==> src/rtl/bcd7_pkg.sv <==
package bcd7_pkg;
  localparam int unsigned CODE_W = 4;
  localparam int unsigned SEG_W  = 7;
  localparam int unsigned MAX_DIGIT = 9;

  typedef logic [CODE_W-1:0] code_t;
  typedef logic [SEG_W-1:0]  seg_t;

  localparam seg_t SEG_ALL  = {SEG_W{1'b1}};
  localparam seg_t SEG_NONE = '0;

  // bit0 = a ... bit6 = g
  function automatic seg_t glyph(input code_t c);
    seg_t s;
    unique case (c)
      4'd0: s = 7'h3F;
      4'd1: s = 7'h06;
      4'd2: s = 7'h5B;
      4'd3: s = 7'h4F;
      4'd4: s = 7'h66;
      4'd5: s = 7'h6D;
      4'd6: s = 7'h7C;
      4'd7: s = 7'h07;
      4'd8: s = 7'h7F;
      4'd9: s = 7'h67;
      default: s = SEG_NONE;
    endcase
    return s;
  endfunction
endpackage

==> src/rtl/bcd7_hold.sv <==
module bcd7_hold #(
  parameter int unsigned W = 4
) (
  input  logic         clk_i,
  input  logic         rst_ni,
  input  logic         hold_i,
  input  logic [W-1:0] d_i,
  output logic [W-1:0] code_o
);
  logic [W-1:0] store_q;

  always_ff @(posedge clk_i or negedge rst_ni) begin
    if (!rst_ni)      store_q <= '0;
    else if (!hold_i) store_q <= d_i;
  end

  // transparent while hold is low
  assign code_o = hold_i ? store_q : d_i;
endmodule

==> src/rtl/bcd7_glyph.sv <==
module bcd7_glyph
  import bcd7_pkg::*;
(
  input  code_t code_i,
  output seg_t  seg_o,
  output logic  zero_o,
  output logic  legal_o
);
  assign legal_o = (code_i <= code_t'(MAX_DIGIT));
  assign zero_o  = (code_i == '0);
  assign seg_o   = glyph(code_i);
endmodule

==> src/rtl/bcd7_blank.sv <==
module bcd7_blank
  import bcd7_pkg::*;
(
  input  seg_t seg_i,
  input  logic zero_i,
  input  logic legal_i,
  input  logic lamp_test_ni,
  input  logic blank_ni,
  input  logic ripple_i,
  output seg_t seg_o,
  output logic ripple_o
);
  logic suppress;
  assign suppress = ripple_i & zero_i;

  always_comb begin
    if (!lamp_test_ni)             seg_o = SEG_ALL;
    else if (!blank_ni)            seg_o = SEG_NONE;
    else if (!legal_i || suppress) seg_o = SEG_NONE;
    else                           seg_o = seg_i;
  end

  assign ripple_o = lamp_test_ni & suppress;
endmodule

==> src/rtl/bcd7_latch_decoder.sv <==
module bcd7_latch_decoder
  import bcd7_pkg::*;
(
  input  logic              clk_i,
  input  logic              rst_ni,
  input  logic [CODE_W-1:0] digit_i,
  input  logic              hold_i,
  input  logic              lamp_test_ni,
  input  logic              blank_ni,
  input  logic              ripple_i,
  output logic [SEG_W-1:0]  seg_o,
  output logic              ripple_o
);
  code_t code;
  seg_t  raw_seg, seg_d, seg_q;
  logic  is_zero, is_legal, rip_d, rip_q;

  bcd7_hold #(.W(CODE_W)) u_hold (
    .clk_i  (clk_i),
    .rst_ni (rst_ni),
    .hold_i (hold_i),
    .d_i    (digit_i),
    .code_o (code)
  );

  bcd7_glyph u_glyph (
    .code_i  (code),
    .seg_o   (raw_seg),
    .zero_o  (is_zero),
    .legal_o (is_legal)
  );

  bcd7_blank u_blank (
    .seg_i        (raw_seg),
    .zero_i       (is_zero),
    .legal_i      (is_legal),
    .lamp_test_ni (lamp_test_ni),
    .blank_ni     (blank_ni),
    .ripple_i     (ripple_i),
    .seg_o        (seg_d),
    .ripple_o     (rip_d)
  );

  always_ff @(posedge clk_i or negedge rst_ni) begin
    if (!rst_ni) begin
      seg_q <= SEG_NONE;
      rip_q <= 1'b0;
    end else begin
      seg_q <= seg_d;
      rip_q <= rip_d;
    end
  end

  assign seg_o    = seg_q;
  assign ripple_o = rip_q;
endmodule

==> config.mk <==
export PLATFORM = sky130hd
export DESIGN_NAME = bcd7_latch_decoder
export DESIGN_NICKNAME = d
export VERILOG_FILES = /design/src/rtl/bcd7_pkg.sv /design/src/rtl/bcd7_hold.sv /design/src/rtl/bcd7_glyph.sv /design/src/rtl/bcd7_blank.sv /design/src/rtl/bcd7_latch_decoder.sv
export SDC_FILE = /design/constraint.sdc
export NUM_CORES = 1
export LEC_CHECK = 0
export BUFFER_PORTS_ARGS = -buffer_cell sky130_fd_sc_hd__buf_2
export CAP_MARGIN = 20
export CORE_MARGIN = 1.5
export CORE_UTILIZATION = 41
export CTS_CLUSTER_DIAMETER = 40
export DETAILED_ROUTE_END_ITERATION = 8
export PLACE_DENSITY_LB_ADDON = 0.1
export SYNTH_ARGS = -nofsm -noshare
export SYNTH_HDL_FRONTEND = slang
export SYNTH_SLANG_ARGS = --single-unit
==> constraint.sdc <==
create_clock -name clk_i -period 1.6 [get_ports clk_i]
set_input_delay 0.24 -clock clk_i [delete_from_list [all_inputs] [get_ports clk_i]]
set_output_delay 0.24 -clock clk_i [all_outputs]
set_load 0.01 [all_outputs]
==> out/metrics.cfg <==
[die]
fp.dieH_microns=42.5
start_util=0.429
die-area_sq_mm=0.00180
boundaryPins=18
core-area_sq_mm=0.00149
dieWidth_microns=42.5
rows=14

[worst_setup_path]
end_kind=flip-flop
required_ns=1.80
path_class=reg2reg
arrival_ns=1.69
cp-start-kind=flip-flop
critPathMaxFanout=5

[pwr]
swShare=0.287
ir_drop_v=0.000420
intPower_mw=0.570
cellPowerDensity_mw_per_mm2=915
switchingPower_mw=0.229
clkPwrFrac=0.304
share_comb_of_total_power=0.270
p_leak_nw=0.422
pwr-share-seq=0.425

[global_route]
grt_pass1_wl_mm=2.43
antenna_found_initial=0
grt_start_max_net_pins=13
grtUsageTotal=0.187
grt_pass1_vias=557
grt.overflow.total=0

[yosys]
ys.warnings.count=0
ys_async_sr_fraction=1.00
syn_nets=74
post_synth_main_area_contributors=dfrtp_1 (47%), ha_1 (12%), o21ai_1 (5.5%)
synth_cells=58
synth_area_per_cell_sq_um=11.0
netlist.area_leader.share=0.471
ys_top_cells_by_count=dfrtp_1 (12), o21ai_1 (7), ha_1 (6), nand2_1 (5)
ys_types=22
synth-edff-count=0
yosysTopAreaCell=dfrtp_1
ys_seq_elements=12
synth_area_sq_um=638
synth_most_common_cell=dfrtp_1
seq_area_frac_synth=0.471
synthFlopType=dfrtp_1

[sta]
min_period_ns=1.50
setup_viol=0
whs_ns=0.223
max_slew_margin=0.794
worstMarginPinSlew_ns=0.303
fmax_mhz=669
finalHoldViolCount=0
rsz0062_at_grt=false
drv_slew=0
post-route-period-util=0.935
fin_skew_ns=0.00836

[clocking]
clockRootBuffer=clkbuf_4
ctsHtreeMaxLevel=1
clk_pin_slew_worst_paths_ns=0.08
cts_num_sinks=12
worstSkewPairLatency_ns=0.28
numCtsBuffers=3
clockBufferDepth=2
cts_tree=yes

[placement]
gp_congestion=0.777
port_buffers=17
hpwlAfterDp_mm=1.07

[outcome]
status=finished, final reports clean

[layout]
drive_above_1_share=0.432
n_antenna_cell=0
final_core_util=0.587
layout.nets=105
syn_to_final_growth_pct=36.9

[route]
routedWlPerCell_microns=13.3
first_pass_iters=4
first_iter_violations=13
wl_mm=1.39
via_per_inst=5.38
ant_nets=0
via_count=559
drc=0

[hold_path]
hold_class=in2reg

[run]
maxCapViolCount=0

## cells in the final DEF (no fill, tap or decap)
cell           synthesis  routed
nor3_1                 2       2
a21oi_1                3       3
nand2b_1               2       2
o211ai_1               1       1
nand2_2                0       1
o32ai_1                1       1
clkbuf_4               0       3
o31a_1                 1       1
o211ai_2               1       1
mux2i_1                2       1
nor2_1                 2       2
mux2i_2                2       2
inv_2                  1       1
clkbuf_8               0       1
buf_4                  0       9
dfrtp_1               12      12
o21ai_1                7       8
ha_1                   6       5
buf_2                  0      17
ha_4                   0       1
inv_1                  3       3
mux2i_4                0       1
o32a_1                 1       1
dlygate4sd3_1          0       1
nand2_1                5       4
and2_1                 2       2
a211oi_1               1       1
o31a_4                 1       1
## per-layer routing
metal	vias up	track usage	routed length, microns
met1	273	0.238	624
met3	4	0.0259	50
met5	-	0	0
met4	0	0.131	40
met2	16	0.289	673
li1	266	-	-
## repair_timing
item | in CTS | in global routing
setup buffers | 0 | 2
hold endpoints to repair | 12 | 0
endpoints found under the setup margin | 0 | 7
gates resized for setup | 0 | 6
hold buffers | 1 | 0
## critical path: stages, from the launching register on
cell	delay, ns
dfrtp_1	0.38
mux2i_1	0.13
buf_4	0.17
ha_1	0.19
o21ai_1	0.10
o31a_4	0.30
o21ai_1	0.14
## state kept, by name, summed over array words and instances (netlist names)
signal,count
u_hold.store_q,4
ripple_o,1
seg_o,7
## per-stage QoR
stage	total power [mW]	instance area, sq um	cells	setup TNS [ns]	setup WS [ns]
6_report	0.799	873	104	0	0.104
3_3_place_gp	0.534	785	97	-0.0384	-0.0138
4_1_cts	0.786	831	102	0	0.0117
5_1_grt	0.850	873	104	0	0.00901
3_5_place_dp	0.538	785	97	-0.220	-0.0439
2_1_floorplan	0.454	638	58	0	0.00885
## final timing paths
check	depth (start not counted)	slack (ns)	from	to
hold reg to reg	3	0.68	u_hold.store_q[2]	ripple_o
setup / recovery	6	0.10	u_hold.store_q[1]	seg_o[2]
setup reg to reg	6	0.10	u_hold.store_q[1]	seg_o[2]
min in group asynchronous	2	0.37	rst_ni	u_hold.store_q[2]
max in group asynchronous	2	1.01	rst_ni	seg_o[5]
hold / removal	2	0.22	lamp_test_ni	seg_o[0]
## cells by family after synthesis
logic type / count (synthesis) / share of synthesized area
flops: 12 / 0.471
mux: 4 / 0.0745
fa+ha+maj: 6 / 0.118
compound gates: 18 / 0.200
simple gates: 13 / 0.0961
buf+inv: 5 / 0.0412
## power groups by stage
stage | Clock, mW | Sequential, mW | Combinational (mW)
2_1_floorplan | 0 | 0.354 | 0.100
3_3_place_gp | 0 | 0.344 | 0.190
3_5_place_dp | 0 | 0.345 | 0.193
4_1_cts | 0.250 | 0.339 | 0.197
5_1_grt | 0.266 | 0.343 | 0.241
6_report | 0.243 | 0.340 | 0.216
## area by class of cell
class	instances	area, sq um
Fill cell	138	616
Sequential cell	12	300
Multi-Input combinational cell	41	339
Timing Repair Buffer	27	163
Inverter	4	15.0
Tap cell	16	20.0
Clock buffer	4	36.3
(Power assumes the default switching activity.)
